**config.mk**
```make
export PLATFORM = sky130hd
export DESIGN_NAME = dmac_chan
export DESIGN_NICKNAME = d
export VERILOG_FILES = /design/src/rtl/dmac_pkg.sv /design/src/rtl/dmac_slot.sv /design/src/rtl/dmac_mover.sv /design/src/rtl/dmac_chan.sv
export SDC_FILE = /design/constraint.sdc
export NUM_CORES = 1
export LEC_CHECK = 0
export ABC_AREA = 1
export CAP_MARGIN = 5
export CELL_PAD_IN_SITES_DETAIL_PLACEMENT = 1
export CELL_PAD_IN_SITES_GLOBAL_PLACEMENT = 2
export CORE_MARGIN = 2
export CORE_UTILIZATION = 32
export CTS_BUF_LIST = sky130_fd_sc_hd__clkbuf_2 sky130_fd_sc_hd__clkbuf_4 sky130_fd_sc_hd__clkbuf_8
export DETAILED_ROUTE_END_ITERATION = 10
export GPL_TIMING_DRIVEN = 0
export PLACE_DENSITY_LB_ADDON = 0.1
export SETUP_SLACK_MARGIN = 0.02
export SLEW_MARGIN = 20
export SYNTH_ARGS = -nofsm -noshare
export SYNTH_HDL_FRONTEND = slang
export SYNTH_SLANG_ARGS = --single-unit
```
**constraint.sdc**
```tcl
create_clock -name clk -period 2.54 [get_ports clk]
set_clock_uncertainty 0.15 [all_clocks]
set_input_delay 0.508 -clock clk [delete_from_list [all_inputs] [get_ports clk]]
set_output_delay 0.508 -clock clk [all_outputs]
set_load 0.01 [all_outputs]
```
**src/rtl/dmac_pkg.sv**
```systemverilog
package dmac_pkg;

    typedef enum logic [2:0] {
        CTL_IDLE   = 3'd0,
        CTL_STALL  = 3'd1,
        CTL_MEMRD  = 3'd2,
        CTL_MEMWR  = 3'd3,
        CTL_BCWAIT = 3'd4
    } ctl_e;

    typedef enum logic [1:0] {
        BUF_NONE = 2'd0,
        BUF_ON   = 2'd1,
        BUF_NEXT = 2'd2
    } buf_e;

    // register byte offsets
    localparam logic [5:0] REG_CTRL = 6'h00;
    localparam logic [5:0] REG_PEND = 6'h04;
    localparam logic [5:0] REG_STAT = 6'h0C;
    localparam logic [5:0] REG_CNT0 = 6'h10;
    localparam logic [5:0] REG_SRC0 = 6'h18;
    localparam logic [5:0] REG_DST0 = 6'h20;

    // control word bits
    localparam int CB_START   = 0;
    localparam int CB_DONE_IE = 3;
    localparam int CB_EN      = 4;
    localparam int CB_NFB_IE  = 21;

    // pending word bits
    localparam int PB_DONE = 1;
    localparam int PB_NFB  = 2;

endpackage

```
**src/rtl/dmac_slot.sv**
```systemverilog
// One descriptor slot: addresses and byte count, locked while loaded.
module dmac_slot #(
    parameter int AW  = 32,
    parameter int CW  = 16,
    parameter int BPW = 4
) (
    input  logic          clk,
    input  logic          rst_n,
    input  logic          wr_src,
    input  logic          wr_dst,
    input  logic          wr_cnt,
    input  logic [31:0]   wdata,
    input  logic          step,
    output logic          load_ok,
    output logic          valid,
    output logic          last,
    output logic [AW-1:0] src,
    output logic [AW-1:0] dst,
    output logic [CW-1:0] cnt
);
    localparam logic [CW-1:0] CNT_STEP  = CW'(BPW);
    localparam logic [AW-1:0] ADDR_STEP = AW'(BPW);

    typedef struct packed {
        logic          valid;
        logic [AW-1:0] src;
        logic [AW-1:0] dst;
        logic [CW-1:0] cnt;
    } slot_t;

    slot_t s_d, s_q;

    always_comb begin
        s_d     = s_q;
        load_ok = wr_cnt && !s_q.valid && (wdata[CW-1:0] != '0);
        if (!s_q.valid && wr_src) s_d.src = wdata[AW-1:0];
        if (!s_q.valid && wr_dst) s_d.dst = wdata[AW-1:0];
        if (load_ok) begin
            s_d.valid = 1'b1;
            s_d.cnt   = wdata[CW-1:0];
        end
        if (step && s_q.valid) begin
            s_d.src = s_q.src + ADDR_STEP;
            s_d.dst = s_q.dst + ADDR_STEP;
            if (s_q.cnt <= CNT_STEP) begin
                s_d.cnt   = '0;
                s_d.valid = 1'b0;
            end else begin
                s_d.cnt = s_q.cnt - CNT_STEP;
            end
        end
    end

    always_ff @(posedge clk) begin
        if (!rst_n) s_q <= '0;
        else        s_q <= s_d;
    end

    assign valid = s_q.valid;
    assign last  = s_q.cnt <= CNT_STEP;
    assign src   = s_q.src;
    assign dst   = s_q.dst;
    assign cnt   = s_q.cnt;

endmodule

```
**src/rtl/dmac_mover.sv**
```systemverilog
// Transfer-control machine: walks the current slot word by word, swaps slots.
module dmac_mover
    import dmac_pkg::*;
#(
    parameter int AW = 32,
    parameter int DW = 32
) (
    input  logic               clk,
    input  logic               rst_n,
    input  logic               en,
    input  logic               go,
    input  logic [1:0]         slot_valid,
    input  logic [1:0]         slot_load,
    input  logic [1:0]         slot_last,
    input  logic [1:0][AW-1:0] slot_src,
    input  logic [1:0][AW-1:0] slot_dst,
    input  logic               mem_ack,
    input  logic [DW-1:0]      mem_rdata,
    output ctl_e               ctl,
    output logic [1:0]         step,
    output logic               launch,
    output logic               done_evt,
    output logic               nfb_evt,
    output logic               mem_req,
    output logic               mem_wr,
    output logic [AW-1:0]      mem_addr,
    output logic [DW-1:0]      mem_wdata
);
    typedef struct packed {
        ctl_e          ctl;
        logic          cur;
        logic [DW-1:0] data;
    } mv_t;

    mv_t  m_d, m_q;
    logic oth;

    always_comb begin
        m_d       = m_q;
        oth       = ~m_q.cur;
        step      = '0;
        launch    = 1'b0;
        done_evt  = 1'b0;
        nfb_evt   = 1'b0;
        mem_req   = 1'b0;
        mem_wr    = 1'b0;
        mem_addr  = slot_src[m_q.cur];
        mem_wdata = m_q.data;
        unique case (m_q.ctl)
            CTL_IDLE: if (en) m_d.ctl = CTL_STALL;
            CTL_STALL: begin
                if (!en) begin
                    m_d.ctl = CTL_IDLE;
                end else if (go && slot_valid[m_q.cur]) begin
                    m_d.ctl = CTL_MEMRD;
                    launch  = 1'b1;
                end else if (go && slot_valid[oth]) begin
                    m_d.cur = oth;
                    m_d.ctl = CTL_MEMRD;
                    launch  = 1'b1;
                end
            end
            CTL_MEMRD: begin
                mem_req = 1'b1;
                if (mem_ack) begin
                    m_d.data = mem_rdata;
                    m_d.ctl  = CTL_MEMWR;
                end
            end
            CTL_MEMWR: begin
                mem_req  = 1'b1;
                mem_wr   = 1'b1;
                mem_addr = slot_dst[m_q.cur];
                if (mem_ack) m_d.ctl = CTL_BCWAIT;
            end
            CTL_BCWAIT: begin
                step[m_q.cur] = 1'b1;
                if (slot_last[m_q.cur]) begin
                    m_d.cur = oth;
                    if (slot_valid[oth] || slot_load[oth]) begin
                        nfb_evt = 1'b1;
                        m_d.ctl = en ? CTL_MEMRD : CTL_IDLE;
                    end else begin
                        done_evt = 1'b1;
                        m_d.ctl  = en ? CTL_STALL : CTL_IDLE;
                    end
                end else begin
                    m_d.ctl = en ? CTL_MEMRD : CTL_IDLE;
                end
            end
            default: m_d.ctl = CTL_IDLE;
        endcase
    end

    always_ff @(posedge clk) begin
        if (!rst_n) m_q <= '{ctl: CTL_IDLE, cur: 1'b0, data: '0};
        else        m_q <= m_d;
    end

    assign ctl = m_q.ctl;

endmodule

```
**src/rtl/dmac_chan.sv**
```systemverilog
// Channel top: register window, buffer-state machine, interrupt flags.
module dmac_chan
    import dmac_pkg::*;
#(
    parameter int AW  = 32,
    parameter int DW  = 32,
    parameter int CW  = 16,
    parameter int RAW = 6
) (
    input  logic           clk,
    input  logic           rst_n,
    input  logic           cfg_sel,
    input  logic           cfg_we,
    input  logic [RAW-1:0] cfg_addr,
    input  logic [31:0]    cfg_wdata,
    output logic [31:0]    cfg_rdata,
    output logic           irq,
    output logic           mem_req,
    output logic           mem_wr,
    output logic [AW-1:0]  mem_addr,
    output logic [DW-1:0]  mem_wdata,
    input  logic           mem_ack,
    input  logic [DW-1:0]  mem_rdata
);
    localparam int BPW = DW / 8;

    typedef struct packed {
        logic en;
        logic done_ie;
        logic nfb_ie;
        logic go;
        logic done_f;
        logic nfb_f;
        buf_e bstate;
    } chan_t;

    chan_t c_d, c_q;

    logic               wr;
    logic [1:0]         wr_src, wr_dst, wr_cnt;
    logic [1:0]         load_ok, slot_valid, slot_last, step;
    logic [1:0][AW-1:0] slot_src, slot_dst;
    logic [1:0][CW-1:0] slot_cnt;
    logic               launch, done_evt, nfb_evt, any_load, any_fin;
    ctl_e               ctl_st;
    buf_e               buf_st;
    logic               done_st;

    assign wr = cfg_sel && cfg_we;

    for (genvar i = 0; i < 2; i++) begin : g_slot
        localparam logic [5:0] A_CNT = REG_CNT0 + 6'(4 * i);
        localparam logic [5:0] A_SRC = REG_SRC0 + 6'(4 * i);
        localparam logic [5:0] A_DST = REG_DST0 + 6'(4 * i);
        assign wr_cnt[i] = wr && (cfg_addr == RAW'(A_CNT));
        assign wr_src[i] = wr && (cfg_addr == RAW'(A_SRC));
        assign wr_dst[i] = wr && (cfg_addr == RAW'(A_DST));
        dmac_slot #(.AW(AW), .CW(CW), .BPW(BPW)) u_slot (
            .clk     (clk),
            .rst_n   (rst_n),
            .wr_src  (wr_src[i]),
            .wr_dst  (wr_dst[i]),
            .wr_cnt  (wr_cnt[i]),
            .wdata   (cfg_wdata),
            .step    (step[i]),
            .load_ok (load_ok[i]),
            .valid   (slot_valid[i]),
            .last    (slot_last[i]),
            .src     (slot_src[i]),
            .dst     (slot_dst[i]),
            .cnt     (slot_cnt[i])
        );
    end

    dmac_mover #(.AW(AW), .DW(DW)) u_mover (
        .clk        (clk),
        .rst_n      (rst_n),
        .en         (c_q.en),
        .go         (c_q.go),
        .slot_valid (slot_valid),
        .slot_load  (load_ok),
        .slot_last  (slot_last),
        .slot_src   (slot_src),
        .slot_dst   (slot_dst),
        .mem_ack    (mem_ack),
        .mem_rdata  (mem_rdata),
        .ctl        (ctl_st),
        .step       (step),
        .launch     (launch),
        .done_evt   (done_evt),
        .nfb_evt    (nfb_evt),
        .mem_req    (mem_req),
        .mem_wr     (mem_wr),
        .mem_addr   (mem_addr),
        .mem_wdata  (mem_wdata)
    );

    assign any_load = |load_ok;
    assign any_fin  = |(step & slot_last & slot_valid);

    always_comb begin
        c_d = c_q;
        // control word
        if (done_evt) c_d.go = 1'b0;
        if (wr && cfg_addr == RAW'(REG_CTRL)) begin
            c_d.en      = cfg_wdata[CB_EN];
            c_d.done_ie = cfg_wdata[CB_DONE_IE];
            c_d.nfb_ie  = cfg_wdata[CB_NFB_IE];
            if (cfg_wdata[CB_START]) c_d.go = 1'b1;
        end
        // pending flags: write-zero clears, events win
        if (wr && cfg_addr == RAW'(REG_PEND)) begin
            c_d.done_f = c_q.done_f & cfg_wdata[PB_DONE];
            c_d.nfb_f  = c_q.nfb_f & cfg_wdata[PB_NFB];
        end
        if (launch)   c_d.done_f = 1'b0;
        if (done_evt) c_d.done_f = 1'b1;
        if (nfb_evt)  c_d.nfb_f  = 1'b1;
        // buffer-state machine
        unique case ({any_load, any_fin})
            2'b10: c_d.bstate = (c_q.bstate == BUF_NONE) ? BUF_ON : BUF_NEXT;
            2'b01: c_d.bstate = (c_q.bstate == BUF_NEXT) ? BUF_ON : BUF_NONE;
            default: c_d.bstate = c_q.bstate;
        endcase
    end

    always_ff @(posedge clk) begin
        if (!rst_n) c_q <= '{en: 1'b0, done_ie: 1'b0, nfb_ie: 1'b0, go: 1'b0,
                             done_f: 1'b0, nfb_f: 1'b0, bstate: BUF_NONE};
        else        c_q <= c_d;
    end

    assign buf_st  = c_q.bstate;
    assign done_st = c_q.done_f;
    assign irq     = (c_q.done_f && c_q.done_ie) || (c_q.nfb_f && c_q.nfb_ie);

    always_comb begin
        cfg_rdata = '0;
        unique case (cfg_addr)
            RAW'(REG_CTRL): begin
                cfg_rdata[CB_EN]      = c_q.en;
                cfg_rdata[CB_DONE_IE] = c_q.done_ie;
                cfg_rdata[CB_NFB_IE]  = c_q.nfb_ie;
            end
            RAW'(REG_PEND): begin
                cfg_rdata[PB_DONE] = c_q.done_f;
                cfg_rdata[PB_NFB]  = c_q.nfb_f;
            end
            RAW'(REG_STAT): cfg_rdata = {25'd0, c_q.done_f, c_q.bstate, ctl_st, 1'b0};
            RAW'(REG_CNT0):         cfg_rdata = 32'(slot_cnt[0]);
            RAW'(REG_CNT0 + 6'h4):  cfg_rdata = 32'(slot_cnt[1]);
            RAW'(REG_SRC0):         cfg_rdata = 32'(slot_src[0]);
            RAW'(REG_SRC0 + 6'h4):  cfg_rdata = 32'(slot_src[1]);
            RAW'(REG_DST0):         cfg_rdata = 32'(slot_dst[0]);
            RAW'(REG_DST0 + 6'h4):  cfg_rdata = 32'(slot_dst[1]);
            default: cfg_rdata = '0;
        endcase
    end

endmodule

```
# Word-level counts from Yosys, hierarchy flattened
# Index checks and enable logic that the tools add are counted.
# word_totals
latch_bits	0
mem_bits_rw	0
romBits	0
memories	0
word_cells	178
output_inout_bits	99
register_bits	206
inputBits	75
# classes
n_eq_ne	23
bitwise	5
n_div	0
n_mul	0
addsub	6
mux	73
n_shift	0
n_lt_le_gt_ge	5
n_reduce_logical	48
# ops
cell	count
two-way mux 32 bit	9
two-way mux 81 bit	2
adder 32 x 3 -> 32 bit, second input constant	4
one-hot mux 16 bit (7 select lines)	1
two-way mux 16 bit	4
one-hot mux 10 bit (4 select lines)	1
two-way mux 1 bit	36
<= comparator 16 x 3 -> 1 bit, second input constant	2
one-hot mux 2 bit (8 select lines)	2
subtractor 16 x 3 -> 16 bit, second input constant	2
== test 6 x 5 -> 1 bit, second input constant	4
logical AND 1 bit	24
two-way mux 3 bit	7
nonzero test 2 bit	9
nonzero test 16 bit	1
one-hot mux 3 bit (5 select lines)	1
== test 6 bit, second input constant	2
inequality test 2 bit, second input constant	5
two-way mux 2 bit	4
== test 3 x 2 -> 1 bit, second input constant	2
== test 6 x 3 -> 1 bit, second input constant	1
== test 6 x 4 -> 1 bit, second input constant	1
logical NOT 6 bit	1
one-hot mux 1 bit (6 select lines)	1
other kinds (25)	34

# Longest topological paths before layout
# depth
word_depth	13
ltp_mapped	13
depth_no_buf	13

# By module
# Synthesis repeated with hierarchy kept, for this count alone.
# unflattened
hier_cells	2679
hier_area_um2	16002.8
# by_module_without_submodules
module	seq_area_each_um2	instances	cells_each	area_per_inst_um2
dmac_slot at g_slot[0].u_slot	1621.6	1	959	5596.6
dmac_slot at g_slot[1].u_slot	1621.6	1	945	5594.1
dmac_mover	720.7	1	398	3027.9
dmac_chan	160.2	1	377	1784.2

# Worst setup path before layout
# No wires, ideal clock.
# synth_path
path_type	input-to-output
start	input cfg_addr[1]
end	output cfg_rdata[12]
slack_ps	348
t_required_ps	1882
n_path_buf	2
path_stages	7
arrival_time_ps	1534
cell_sequence	nor2_8 inv_1 nor2_1 nand2_1 buf_2 clkbuf_1 o221ai_1
# synth_between
elab_chain_cells	2
elab_cells_between_ends	8
cone_classes	eq/ne: 7; mux: 1
# synth_rtl
element	line	rtl
from (decl)	dmac_chan.sv:14	input logic [RAW-1:0] cfg_addr,
== test 6 bit, or another cell as far along	dmac_chan.sv:139	unique case (cfg_addr)
one-hot mux 16 bit (7 select lines) (*)	dmac_chan.sv:139	
to (decl)	dmac_chan.sv:16	output logic [31:0] cfg_rdata,
# Mark *: on every way between the ends. The rest lies on a longest branch, timed or not.

# Worst setup path in the final report
# layout_path
start	register u_mover.m_q, in the netlist u_mover.ctl[0]
end	output mem_addr[29]
# layout_between
elab_chain_cells	2
# layout_rtl
element	line	rtl
from (decl)	dmac_mover.sv:35	mv_t m_d, m_q;
from (signal assigned)	dmac_mover.sv:96	if (!rst_n) m_q <= '{ctl: CTL_IDLE, cur: 1'b0, data: '0};
from (signal assigned)	dmac_mover.sv:97	else m_q <= m_d;
== test 3 x 2 -> 1 bit	dmac_mover.sv:49	unique case (m_q.ctl)
two-way mux 32 bit	dmac_mover.sv:49	
to (decl)	dmac_chan.sv:20	output logic [AW-1:0] mem_addr,
# Every way passes these cells.

==> flow_results.xml <==
<?xml version="1.0" encoding="UTF-8"?>
<metrics>
  <group name="clock_tree">
    <metric name="cts.sink_count" unit="">206</metric>
    <metric name="cts_hold_repair.buffers" unit="">0</metric>
    <metric name="clock_tree.buffer_depth" unit="">3</metric>
    <metric name="cts_tree" unit="">built</metric>
    <metric name="worst_setup_hold_path_clk_slew" unit="ps">60</metric>
    <metric name="clkLatencyLatePin" unit="ps">650</metric>
    <metric name="cts_made_buffers" unit="">45</metric>
    <metric name="clock_tree.root_cell" unit="">sky130_fd_sc_hd__clkbuf_8</metric>
    <metric name="htreeDepth" unit="">2</metric>
  </group>
  <group name="layout">
    <metric name="layout.cells.most_common" unit="">sky130_fd_sc_hd__nand2_1</metric>
    <metric name="proportion_of_layout_cells_with_a_drive_suffix_above_1" unit="%">22.6</metric>
    <metric name="mostFrequentLayoutCells" unit="">464 x sky130_fd_sc_hd__nand2_1, 265 x sky130_fd_sc_hd__inv_1, 196 x sky130_fd_sc_hd__nor2_1</metric>
    <metric name="area.growth.synth_to_final" unit="%">41.0</metric>
    <metric name="number_of_nets_in_the_finished_design" unit="">2648</metric>
    <metric name="fillers" unit="">5576</metric>
  </group>
  <group name="worst_setup_path">
    <metric name="worstRegToRegCells" unit="">11</metric>
    <metric name="startpoint_types" unit="">flop</metric>
    <metric name="worstReg2RegStart" unit="">g_slot[1].u_slot.cnt[2]</metric>
    <metric name="worst-setup-path-type" unit="">flop to output port</metric>
    <metric name="critical_path_peak_fanout" unit="">5</metric>
    <metric name="worst_ep_required_time" unit="ps">1880</metric>
    <metric name="worst_ep_arrival" unit="ps">2160</metric>
    <metric name="crit_start" unit="">u_mover.ctl[0]</metric>
    <metric name="endpoint_kind" unit="">output port</metric>
    <metric name="endpoint_of_the_worst_register_to_register_path" unit="">buf_st[0]</metric>
    <metric name="setup.reg_to_reg.worst_slack" unit="ps">140</metric>
    <metric name="end_point_of_the_critical_path" unit="">mem_addr[29]</metric>
  </group>
  <group name="sta">
    <metric name="finalHoldViolations" unit="">0</metric>
    <metric name="post-route-min-period" unit="ps">2820</metric>
    <metric name="final_total_negative_setup_slack" unit="ps">-6640</metric>
    <metric name="setup_violations" unit="">47</metric>
    <metric name="worst_pin_slew" unit="ps">1150</metric>
    <metric name="slew_headroom" unit="%">23.2</metric>
    <metric name="final_min_period_over_clock_period" unit="%">111</metric>
    <metric name="grt_setup_unrepaired" unit="">true</metric>
    <metric name="post_route_hold_slack" unit="ps">99.2</metric>
    <metric name="final_max_slew_viol_count" unit="">0</metric>
    <metric name="clock.fmax" unit="MHz">355</metric>
    <metric name="layout_setup_ws" unit="ps">-280</metric>
  </group>
  <group name="die">
    <metric name="rows" unit="">77</metric>
    <metric name="ios" unit="">174</metric>
    <metric name="floorplan.initialDensity" unit="%">32.6</metric>
    <metric name="die-height" unit="microns">217</metric>
    <metric name="die-width" unit="microns">217</metric>
    <metric name="design.core.area" unit="sq mm">0.0444</metric>
    <metric name="design.die.area" unit="sq mm">0.0469</metric>
  </group>
  <group name="global_route">
    <metric name="gr-total-overflow" unit="">0</metric>
    <metric name="maximum_number_of_pins_on_one_net_before_global_route_repair" unit="">13</metric>
    <metric name="wire_length_of_the_first_global_routing_pass" unit="microns">122000</metric>
    <metric name="groute.usage.overall" unit="%">35.7</metric>
    <metric name="grt_pass1_vias" unit="">18100</metric>
    <metric name="antenna_found_initial" unit="">3</metric>
  </group>
  <group name="drt">
    <metric name="initial_detailed_routing_violation_count" unit="">1762</metric>
    <metric name="drt_first_pass_iters" unit="">5</metric>
    <metric name="antenna_left" unit="">0</metric>
    <metric name="detailroute.via_count" unit="">18300</metric>
    <metric name="post_drt_via_cell_ratio" unit="">5.74</metric>
    <metric name="routed_wl" unit="microns">86500</metric>
    <metric name="post_drt_wl_per_cell" unit="microns">27.2</metric>
    <metric name="drc_violation_count_after_routing" unit="">0</metric>
  </group>
  <group name="pwr">
    <metric name="total_leakage_power" unit="nW">7.93</metric>
    <metric name="power.ir.vdd_worst" unit="uV">299</metric>
    <metric name="areal_power_density_over_the_cells" unit="mW/mm^2">382</metric>
  </group>
  <group name="yosys">
    <metric name="ys.flop_type" unit="">sky130_fd_sc_hd__dfxtp_1</metric>
    <metric name="yosysWarningCount" unit="">0</metric>
    <metric name="postSynth.asyncResetShare" unit="%">0</metric>
    <metric name="synthesis.instances" unit="">2255</metric>
    <metric name="netlist-cell-type-count" unit="">54</metric>
    <metric name="netlist_area" unit="sq mm">0.0145</metric>
    <metric name="yosys-top-cells-area" unit="">sky130_fd_sc_hd__dfxtp_1 29%, sky130_fd_sc_hd__nand2_1 12%, sky130_fd_sc_hd__inv_1 7.2%, sky130_fd_sc_hd__a21oi_1 5.3%, sky130_fd_sc_hd__nor2_1 5.2%</metric>
    <metric name="synthesis.nets" unit="">2339</metric>
    <metric name="synth-edff-count" unit="">0</metric>
    <metric name="ys_seq_elements" unit="">206</metric>
    <metric name="synthDominantAreaCellType" unit="">sky130_fd_sc_hd__dfxtp_1</metric>
    <metric name="post-synth-top-area-fraction" unit="%">28.5</metric>
    <metric name="ys_seq_area_share" unit="%">28.5</metric>
    <metric name="synth_area_per_cell" unit="sq um">6.41</metric>
  </group>
  <group name="outcome">
    <metric name="status" unit="">complete, but fails checks</metric>
    <metric name="failed_checks" unit="">negative setup slack</metric>
  </group>
  <group name="hold_path">
    <metric name="holdCritPathClass" unit="">primary input to flop</metric>
  </group>
  <group name="placed_design">
    <metric name="place_hpwl" unit="microns">64600</metric>
    <metric name="placement.io_buffers" unit="">170</metric>
    <metric name="gp_congestion" unit="">0.986</metric>
  </group>
  <group name="job">
    <metric name="timing.max_cap.violations" unit="">0</metric>
  </group>
</metrics>
[critical path, stage by stage (launching register included)]
cell	delay, ps
sky130_fd_sc_hd__dfxtp_4	360
sky130_fd_sc_hd__inv_4	40
sky130_fd_sc_hd__nor3_4	190
sky130_fd_sc_hd__buf_12	150
sky130_fd_sc_hd__clkinvlp_4	100
sky130_fd_sc_hd__buf_12	150
sky130_fd_sc_hd__clkbuf_16	170
sky130_fd_sc_hd__o211ai_1	110
sky130_fd_sc_hd__o21ai_2	110
sky130_fd_sc_hd__buf_2	150
[synthesized netlist by cell type, drive strengths merged (2+ instances only)]
cell type	instances
nand2	495
inv	301
nor2	222
dfxtp	206
o21ai	169
a21oi	153
nand3	115
buf	83
o22ai	81
xor2	60
clkbuf	59
nor3	56
o211ai	51
a31oi	41
nand4	39
a22oi	28
o221ai	28
a221oi	10
a211oi	9
ha	9
xnor2	9
clkinv	7
o21bai	5
nor4	4
nand3b	3
o2111ai	3
o31ai	2
[cell type report]
class	count	area, sq um	share of cell area (%)
multi-input combinational	1599	9550	46.8
antenna	2	5.00	0.0246
tap	592	741	3.63
buffer	141	1190	5.86
inverter	308	1260	6.20
clock inverter	6	40.0	0.196
timing repair buffer	261	2550	12.5
timing repair inverter	2	13.8	0.0675
sequential	206	4160	20.4
clock buffer	68	873	4.28
[how the worst min path moves through the flow]
stage                     depth (start not counted)                      end  slack [ps]                  start
after floorplan                                   2                   c_q[4]         290                 c_q[4]
after global placement                            2    u_mover.mem_wdata[21]         300  u_mover.mem_wdata[21]
after detailed placement                          2    u_mover.mem_wdata[20]         300  u_mover.mem_wdata[20]
after CTS                                         3                   c_q[4]          70           cfg_wdata[0]
after global routing                              3  g_slot[0].u_slot.cnt[1]         100           cfg_wdata[1]
final                                             3                   c_q[4]         100           cfg_wdata[0]
[routing by layer]
layer | GRT usage (%) | routed length (microns)
met5 | 0 | 0
met2 | 56.1 | 37800
met3 | 7.10 | 6930
met1 | 45.5 | 35800
met4 | 20.5 | 5950
[registers in the layout, indices dropped and copies added, names as in the netlist]
register and cells:
g_slot.u_slot.cnt 32, u_mover.ctl 3, done_st 1, g_slot.u_slot.src 64
c_q 5, g_slot.u_slot.dst 64, g_slot.u_slot.valid 2, buf_st 2
u_mover.mem_wdata 32, u_mover.m_q 1
[cells by family (layout without fill, tap and decap cells)]
| logic type | after synthesis | count (layout) | synth area share, % |
|---|---|---|---|
| AO/OA/AOI/OAI | 583 | 583 | 24.2 |
| XOR/XNOR | 69 | 69 | 4.18 |
| adder cells (fa/ha/maj) | 9 | 9 | 0.779 |
| buffers and inverters | 450 | 786 | 13.4 |
| flip-flops | 206 | 206 | 28.5 |
| other | 0 | 2 | 0 |
| AND/OR/NAND/NOR | 938 | 938 | 28.9 |
[what timing repair did]
item,CTS,global route
endpoints found under the setup margin,84,97
buffers inserted,44,40
pin swaps,44,44
cloned,9,6
gates resized for setup,647,139
[per-stage QoR]
stage | cells | instance area, sq um | setup WS, ps | power (mW) | util, %
3_3_place_gp | 3017 | 16900 | -1640 | 3.83 | 38.1
4_1_cts | 3143 | 19600 | -282 | 7.80 | 44.0
5_1_grt | 3183 | 20400 | -328 | 8.01 | 45.9
6_report | 3185 | 20400 | -280 | 7.79 | 45.9
3_5_place_dp | 3017 | 16900 | -1630 | 3.84 | 38.1
2_1_floorplan | 2255 | 14500 | 348 | 3.50 | -
[power by group]
group	leakage (nW)	internal, mW	switching, mW
Clock	0.484	2.18	1.76
Sequential	1.67	3.24	0.0138
Combinational	5.78	0.196	0.404
No activity file was read; power rests on OpenSTA's default activity.
